`config.mk`:
```
export PLATFORM = sky130hd
export DESIGN_NAME = csel_out_ctrl
export DESIGN_NICKNAME = d
export VERILOG_FILES = /design/src/rtl/csel_pkg.sv /design/src/rtl/csel_cfg_reg.sv /design/src/rtl/csel_lsel.sv /design/src/rtl/csel_state.sv /design/src/rtl/csel_out_ctrl.sv
export SDC_FILE = /design/constraint.sdc
export NUM_CORES = 1
export LEC_CHECK = 0
export BUFFER_PORTS_ARGS = -buffer_cell sky130_fd_sc_hd__buf_2
export CORE_ASPECT_RATIO = 1.25
export CORE_MARGIN = 2
export CORE_UTILIZATION = 40
export DETAILED_ROUTE_END_ITERATION = 10
export PLACE_DENSITY = 0.61
export SLEW_MARGIN = 0
export SYNTH_ARGS = -nofsm -noshare
export SYNTH_HDL_FRONTEND = slang
export SYNTH_SLANG_ARGS = --single-unit
```
`constraint.sdc`:
```
create_clock -name clk -period 1.9 [get_ports clk]
set_input_delay 0 -clock clk [delete_from_list [all_inputs] [get_ports clk]]
set_output_delay 0 -clock clk [all_outputs]
set_load 0.01 [all_outputs]
```
`src/rtl/csel_pkg.sv`:
```
package csel_pkg;

    localparam int unsigned REG_ADDR_W = 2;

    typedef enum logic [REG_ADDR_W-1:0] {
        REG_CFG    = 2'd0,
        REG_FORCE  = 2'd1,
        REG_STATUS = 2'd2,
        REG_SPARE  = 2'd3
    } reg_sel_e;

    typedef struct packed {
        logic     wr;
        logic     rd;
        reg_sel_e sel;
    } bus_cmd_t;

    function automatic logic id_in_range(input int unsigned id,
                                         input int unsigned base,
                                         input int unsigned count);
        return (id >= base) && (id < base + count);
    endfunction

endpackage

```
`src/rtl/csel_cfg_reg.sv`:
```
module csel_cfg_reg
    import csel_pkg::*;
#(
    parameter int unsigned NUM_PINS = 8
) (
    input  logic                  clk,
    input  logic                  rst,
    input  bus_cmd_t              cmd,
    input  logic [2*NUM_PINS-1:0] wdata,
    output logic [NUM_PINS-1:0]   cs_mode,
    output logic [NUM_PINS-1:0]   invert
);
    localparam int unsigned CFG_W = 2 * NUM_PINS;

    logic [CFG_W-1:0] cfg_q;
    logic             cfg_we;

    assign cfg_we = cmd.wr && (cmd.sel == REG_CFG);

    always_ff @(posedge clk) begin
        if (rst)         cfg_q <= '0;
        else if (cfg_we) cfg_q <= wdata;
    end

    assign cs_mode = cfg_q[CFG_W-1:NUM_PINS];
    assign invert  = cfg_q[NUM_PINS-1:0];

    // a config write is visible on the next cycle
    a_r2_cfg_load: assert property (@(posedge clk) disable iff (rst)
        cfg_we |=> ({cs_mode, invert} == $past(wdata)));

endmodule

```
`src/rtl/csel_lsel.sv`:
```
module csel_lsel
    import csel_pkg::*;
#(
    parameter int unsigned NUM_PINS = 8,
    parameter int unsigned CS_BASE  = 1,
    parameter int unsigned NUM_CS   = 8,
    parameter int unsigned ID_W     = 4
) (
    input  logic                clk,
    input  logic                rst,
    input  logic                sel_stb,
    input  logic [ID_W-1:0]     sel_id,
    input  logic                sel_on,
    input  logic [NUM_PINS-1:0] cs_mode,
    output logic [NUM_PINS-1:0] set_m,
    output logic [NUM_PINS-1:0] clr_m
);
    localparam int unsigned EFF_CS = (NUM_CS < NUM_PINS) ? NUM_CS : NUM_PINS;

    logic [NUM_PINS-1:0] hit;

    for (genvar i = 0; i < NUM_PINS; i++) begin : g_pin
        if (i < EFF_CS) begin : g_sel
            assign hit[i] = sel_stb && cs_mode[i] &&
                            (32'(sel_id) == 32'(CS_BASE + i));
        end else begin : g_gpo
            assign hit[i] = 1'b0;
        end
    end

    assign clr_m = sel_on  ? hit : '0;
    assign set_m = !sel_on ? hit : '0;

    // numbers outside the select window touch nothing
    a_r9_out_of_range: assert property (@(posedge clk) disable iff (rst)
        (sel_stb && !id_in_range(32'(sel_id), CS_BASE, EFF_CS))
        |-> (set_m == '0 && clr_m == '0));

    // a strobe reaches at most one pin
    a_r8_one_pin: assert property (@(posedge clk) disable iff (rst)
        $onehot0(set_m | clr_m));

endmodule

```
`src/rtl/csel_state.sv`:
```
module csel_state #(
    parameter int unsigned NUM_PINS = 8
) (
    input  logic                clk,
    input  logic                rst,
    input  logic [NUM_PINS-1:0] set_m,
    input  logic [NUM_PINS-1:0] clr_m,
    output logic [NUM_PINS-1:0] stored
);
    logic [NUM_PINS-1:0] out_q;

    always_ff @(posedge clk) begin
        if (rst) out_q <= '1;
        else     out_q <= (out_q | set_m) & ~clr_m;
    end

    assign stored = out_q;

    // a set-only bit reads 1 afterwards
    a_r3_set: assert property (@(posedge clk) disable iff (rst)
        (|(set_m & ~clr_m)) |=>
        ((stored & $past(set_m & ~clr_m)) == $past(set_m & ~clr_m)));

    // no request, no change
    a_r3_hold: assert property (@(posedge clk) disable iff (rst)
        (set_m == '0 && clr_m == '0) |=> $stable(stored));

    // a clear always lands, even against a set
    a_r4_clear_wins: assert property (@(posedge clk) disable iff (rst)
        (|clr_m) |=> ((stored & $past(clr_m)) == '0));

endmodule

```
`src/rtl/csel_out_ctrl.sv`:
```
module csel_out_ctrl
    import csel_pkg::*;
#(
    parameter int unsigned NUM_PINS = 8,
    parameter int unsigned CS_BASE  = 1,
    parameter int unsigned NUM_CS   = 8,
    parameter int unsigned ID_W     = 4
) (
    input  logic                  clk,
    input  logic                  rst,
    input  logic                  bus_wr,
    input  logic                  bus_rd,
    input  logic [REG_ADDR_W-1:0] bus_addr,
    input  logic [2*NUM_PINS-1:0] bus_wdata,
    output logic [2*NUM_PINS-1:0] bus_rdata,
    output logic                  bus_rvalid,
    input  logic                  sel_stb,
    input  logic [ID_W-1:0]       sel_id,
    input  logic                  sel_on,
    output logic [NUM_PINS-1:0]   pin_out,
    output logic [NUM_PINS-1:0]   pin_gpo
);
    localparam int unsigned DATA_W = 2 * NUM_PINS;

    bus_cmd_t            cmd;
    logic [NUM_PINS-1:0] cs_mode, invert, stored;
    logic [NUM_PINS-1:0] frc_set, frc_clr, ls_set, ls_clr;
    logic [DATA_W-1:0]   rd_next, rdata_q;
    logic                rvalid_q;

    assign cmd.wr  = bus_wr;
    assign cmd.rd  = bus_rd;
    assign cmd.sel = reg_sel_e'(bus_addr);

    csel_cfg_reg #(.NUM_PINS(NUM_PINS)) u_cfg (
        .clk(clk), .rst(rst), .cmd(cmd), .wdata(bus_wdata),
        .cs_mode(cs_mode), .invert(invert)
    );

    csel_lsel #(.NUM_PINS(NUM_PINS), .CS_BASE(CS_BASE),
                .NUM_CS(NUM_CS), .ID_W(ID_W)) u_lsel (
        .clk(clk), .rst(rst), .sel_stb(sel_stb), .sel_id(sel_id),
        .sel_on(sel_on), .cs_mode(cs_mode), .set_m(ls_set), .clr_m(ls_clr)
    );

    always_comb begin
        frc_set = '0;
        frc_clr = '0;
        if (cmd.wr && cmd.sel == REG_FORCE) begin
            frc_set = bus_wdata[DATA_W-1:NUM_PINS];
            frc_clr = bus_wdata[NUM_PINS-1:0];
        end
    end

    csel_state #(.NUM_PINS(NUM_PINS)) u_state (
        .clk(clk), .rst(rst),
        .set_m(frc_set | ls_set), .clr_m(frc_clr | ls_clr),
        .stored(stored)
    );

    always_comb begin
        case (cmd.sel)
            REG_CFG:    rd_next = {cs_mode, invert};
            REG_STATUS: rd_next = {{NUM_PINS{1'b0}}, stored};
            default:    rd_next = '0;
        endcase
    end

    always_ff @(posedge clk) begin
        if (rst) begin
            rdata_q  <= '0;
            rvalid_q <= 1'b0;
        end else begin
            rvalid_q <= cmd.rd;
            if (cmd.rd) rdata_q <= rd_next;
        end
    end

    assign bus_rdata  = rdata_q;
    assign bus_rvalid = rvalid_q;
    assign pin_out    = stored ^ invert;
    assign pin_gpo    = ~cs_mode;

    // valid follows the strobe by exactly one cycle
    a_r11_rvalid: assert property (@(posedge clk) disable iff (rst)
        bus_rd |=> bus_rvalid);
    a_r11_no_spurious: assert property (@(posedge clk) disable iff (rst)
        !bus_rd |=> !bus_rvalid);

endmodule

```
* Word-level counts from Yosys, hierarchy flattened
Cells that the tools add are included.
** Storage, ports and cells
- Register bits :: 41
- Input bits :: 28
- Output and inout bits :: 33
- Logic and storage cells :: 45
** Cells by class
- Equal/unequal tests :: 10
- Multiplexer cells :: 5
- Bitwise operators :: 7
- Reductions and logical operators :: 19
** Operators by type and width (number)
- $mux 8 :: 4
- $pmux 16 s2 :: 1
- $or 8x8->8 :: 3
- $logic_and 1x1->1 :: 18
- $eq 4x3->1 const B :: 4
- $not 8->8 :: 2
- $and 8x8->8 :: 1
- $eq 4x2->1 const B :: 2
- $xor 8x8->8 :: 1
- $eq 4x1->1 const B :: 1
- $eq 4x4->1 const B :: 1
- $eq 2x1->1 const B :: 1
- $eq 2x2->1 const B :: 1
- $logic_not 2->1 :: 1

* Longest topological paths before layout
- Depth after elaboration :: 6
- Gate-level depth with buffers :: 5
- Depth with buffers taken out :: 3

* By module
Synthesis repeated with hierarchy kept, for this count alone.
** Unflattened totals
- Cells, all modules :: 207
- Area total of the unflattened synthesis :: 2060.7 sq um
** Modules (own cells, without submodules)
- csel_out_ctrl :: instances 1, cells an instance 83, area an instance 882.1 sq um, seq. area each 340.3 sq um
- csel_cfg_reg :: instances 1, cells an instance 70, area an instance 735.7 sq um, seq. area each 320.3 sq um
- csel_state :: instances 1, cells an instance 24, area an instance 250.2 sq um, seq. area each 160.2 sq um
- csel_lsel :: instances 1, cells an instance 30, area an instance 192.7 sq um, seq. area each 0.0 sq um

* Worst setup path after synthesis
Ideal clock, no wire load.
- Path type :: reg2reg
- Start :: register u_cfg.cfg_q[9]
- End :: register u_state.out_q[1], in the netlist u_state.stored[1]
- Setup time :: 0.103 ns
- Arrival :: 0.920 ns
- Required time :: 1.797 ns
- Path slack :: 0.878 ns
- Stages on the path, launching flop included :: 4
- Buffers on the path :: 0
- Period minus slack after synthesis :: 1.022 ns
- Path through :: dfxtp_1 > nor4bb_1 > nand2_1 > a222oi_1
** Between the ends
- Word-level cells in the longest chain between the ends :: 6
- Elaborated cells on any way between the ends :: 9
- Classes of those cells :: mux: 2; bitwise: 5; reduce/logical: 2
** RTL lines
- from (decl) :: RTL line csel_cfg_reg.sv:15 : logic [CFG_W-1:0] cfg_q;
- from (signal assigned) :: RTL line csel_cfg_reg.sv:22 : else if (cfg_we) cfg_q <= wdata;
- $logic_and 1x1->1 * (2 in series) :: RTL line csel_lsel.sv:24 : assign hit[i] = sel_stb && cs_mode[i] &&
- $mux 8, on equally long branches :: RTL line csel_lsel.sv:32, csel_lsel.sv:31
- $or 8x8->8 :: RTL line csel_out_ctrl.sv:57 : .set_m(frc_set | ls_set), .clr_m(frc_clr | ls_clr),
- $or 8x8->8 or $not 8->8 (tied branches) :: RTL line csel_state.sv:14 : else out_q <= (out_q | set_m) & ~clr_m;
- $and 8x8->8 * :: RTL line csel_state.sv:14
- to (signal assigned) :: RTL line csel_state.sv:14
- to (decl) :: RTL line csel_state.sv:10 : logic [NUM_PINS-1:0] out_q;
Mark *: on every way between the ends. The rest lies on a longest branch, timed or not.
A chain may end at the register's enable or synchronous reset.

* Worst setup path in the final report
- Start :: register u_cfg.cfg_q[12]
- End :: register u_state.out_q[4], in the netlist u_state.stored[4]
The elaborated chain is that of the path after synthesis.

==> summary.md <==
| Metric | Value |
|---|---|
| Sw frac | approximately 25% |
| # diodes | 0 |
| Routed vias/inst | between 4 and 5 |
| DP Wirelength | ~3500 um |
| Fraction of registers with async set/reset | 0% |
| CTS Buf Count | 5 |
| PD cells | 685 nW/um2 |
| Mapped Area | around 1900 um2 |
| Ys Warns | 0 |
| Commonest non-fill, non-tap cell in the layout | buf_2 |
| Total power | ~1.7 mW |
| Hold WS | 0.0578 ns |
| Die H | approximately 81 um |
| Sequential fraction of the synthesis area | 43.2% |
| First-pass GRT wire length | just over 8000 um |
| Clock skew | slightly above 0.007 ns |
| Top cells by area, synth | dfxtp_1 43%, a21oi_1 7.9%, nand2_1 7.1%, nor2b_1 5.6%, mux2_2 4.7% |
| Placed cell area | approximately 2200 um2 |
| Worst min path class | in -> reg |
| Share of the synthesized area in the top cell type | 43.2% |
| Mean Syn Cell Area | ~8.6 um2 |
| Worst EP required | roughly 2.1 ns |
| Setup-failing EPs final | 0 |
| Rows | 28 |
| Worst setup SP type | register |
| Die width | roughly 66 um |
| Pin count of the biggest net entering global routing | 34 |
| PortBufs | 60 |
| Setup crit end kind | register |
| Vias | about 1.7k |
| Core Area | around 4700 um2 |
| Arrival @ worst endpoint | about 1.3 ns |
| Most frequent cells in the layout | 60 x buf_2, 41 x dfxtp_1, 36 x nand2_1 |
| Syn nets | 249 |
| Max Transition Viols Final | 0 |
| Worst-skew pair later-pin latency | around 0.29 ns |
| Final ANT Viol Nets | 0 |
| RSZ-0062 raised after global routing | false |
| First-pass detailed-route iteration total | 4 |
| Inst Count DP | roughly 330 |
| Die footprint | 5330 um2 |
| Highest Clock Rate | 873 MHz |
| Gate Count Post-Synth | 221 |
| Top cell type by total area after synthesis | dfxtp_1 |
| Most used routing layer | met2 |
| Final TNS setup | 0 ns |
| Number of global-route vias before repair | roughly 1.7k |
| Synth unique cells | 33 |
| Cell Int Power | around 1.3 mW |
| Final WL | roughly 4900 um |
| Clock Tree Buf Depth | 2 |
| Slew margin rel. | 56.6% |
| WL/cell | roughly 14 um |
| DRC Markers | 0 |
| CTS root buf | clkbuf_8 |
| Layout Area Growth over Synthesis | 29.1% |
| Number of enable flip-flop cells after synthesis | 0 |
| Clock share of power | 32.1% |
| Combinational group share of total power | approximately 14% |
| GR Overflow Total | 0 |
| Outcome | complete, no violations |
| CTS tree | done |
| Initial antenna violation count | 0 |
| Layout cells sized above 1 | around a quarter |
| P_leak | slightly below 1 nW |
| FF+latch count, synth | 41 |
| Slew @ Worst Pin | between 0.6 and 0.7 ns |
| Clock-pin transition on the worst setup and hold timing paths | about 0.070 ns |
| Final Instance Area | 2460 um2 |
| Fin cells | 353 |
| Initial core utilization | 40.8% |
| Minimum clock period | 1.15 ns |
| DRT iter0 DRCs | 42 |
| Peak supply drop | ~400 uV |
| H-tree depth | 2 |
| CP Max Fanout | 4 |
| NumNets Final | 320 |
| Ys flop type | dfxtp_1 |
| Post_cts resized | 0 |
| Switch Pwr | between 0.4 and 0.5 mW |
| Flop pwr share | between 50% and 60% |
| I/O pin cnt | 61 |
| Max cap viols | 0 |
| CTS Sinks | between 40 and 50 |
| Met2 GRT Util | 33.8% |
| Critical path class | reg -> reg |
| GR Layer Usage met3 | roughly 3.9% |
| Period utilization | around three fifths |
| GP Congestion | 0.834 |
| Tot GR Track Use | between 20% and 30% |
| Final hold violations | 0 |
| Met1 Usage GRT | between 20 and 25% |
## area by class of cell
| cell class | count | area [um2] |
|---|---|---|
| Sequential cell | 41 | 821 |
| Fill cell | 467 | 2200 |
| Clock buffer | 8 | 80.1 |
| Inverter | 8 | 30.0 |
| Multi-Input combinational cell | 159 | 982 |
| Tap cell | 60 | 75.1 |
| Timing Repair Buffer | 77 | 468 |
## state kept, by name, indices dropped and copies added, names as in the netlist
signal and count:
bus_rdata 16, u_state.stored 8, u_cfg.cfg_q 16, bus_rvalid 1
## path summary, 6_finish.rpt
check | from | end | cells past startpoint | slack (ns)
worst max register to register | u_cfg.cfg_q[12] | u_state.stored[4] | 3 | 0.75
worst min register to register | bus_rdata[10] | bus_rdata[10] | 2 | 0.47
worst max-delay path | u_cfg.cfg_q[12] | u_state.stored[4] | 3 | 0.75
worst min-delay path | sel_id[0] | u_state.stored[1] | 4 | 0.06
## metrics by stage
stage          util, %  setup slack, ns
6_report          52.7            0.755
5_1_grt           52.7            0.581
4_1_cts           52.7            0.745
3_5_place_dp      47.6            0.497
3_3_place_gp      47.6            0.517
2_1_floorplan        -            0.878
## what timing repair did
action | CTS | global route
buffers inserted | 0 | 0
endpoints found under the hold margin | 22 | 0
hold buffers | 16 | 0
## power by group through the flow
| stage | logic, mW | clock network (mW) | registers [mW] |
|---|---|---|---|
| after floorplan | 0.122 | 0 | 0.925 |
| after global placement | 0.211 | 0 | 0.927 |
| after detailed placement | 0.211 | 0 | 0.927 |
| after CTS | 0.237 | 0.559 | 0.907 |
| after global routing | 0.260 | 0.597 | 0.911 |
| final | 0.235 | 0.541 | 0.907 |
## metal layers
metal  vias to the layer above  share of wire (%)
li1                        909                  -
met5                         -                  0
met3                        11                4.1
met1                       770                 43
met4                         0                2.6
met2                        40                 51
## Yosys cell counts (2+ instances only)
library cell	n
clkbuf_1	4
a221oi_1	3
a31oi_1	6
nor4bb_1	3
mux2_2	8
and3b_1	4
dfxtp_1	41
nor2_1	15
buf_2	3
a21oi_1	30
buf_1	2
a32oi_1	2
buf_4	2
a222oi_1	4
a2bb2oi_1	2
nand3_1	3
xor2_1	8
nand2b_1	2
inv_1	8
nor3b_1	2
and4b_1	3
nand2_1	36
a211oi_1	4
nor2b_1	17
## kinds of logic after synthesis
logic type	count (synthesis)	synth area share, %
AND/OR/NAND/NOR	91	25.8
flip-flops	41	43.2
buffers and inverters	21	5.20
multiplexers	8	4.74
AO/OA/AOI/OAI	52	17.4
XOR/XNOR	8	3.68
## critical path: stages (launching register included)
cell and delay [ns]:
dfxtp_1 0.37, nor4bb_1 0.32, a221oi_1 0.13, a221oi_1 0.22
Note: power is estimated with default switching activity, not from simulation.
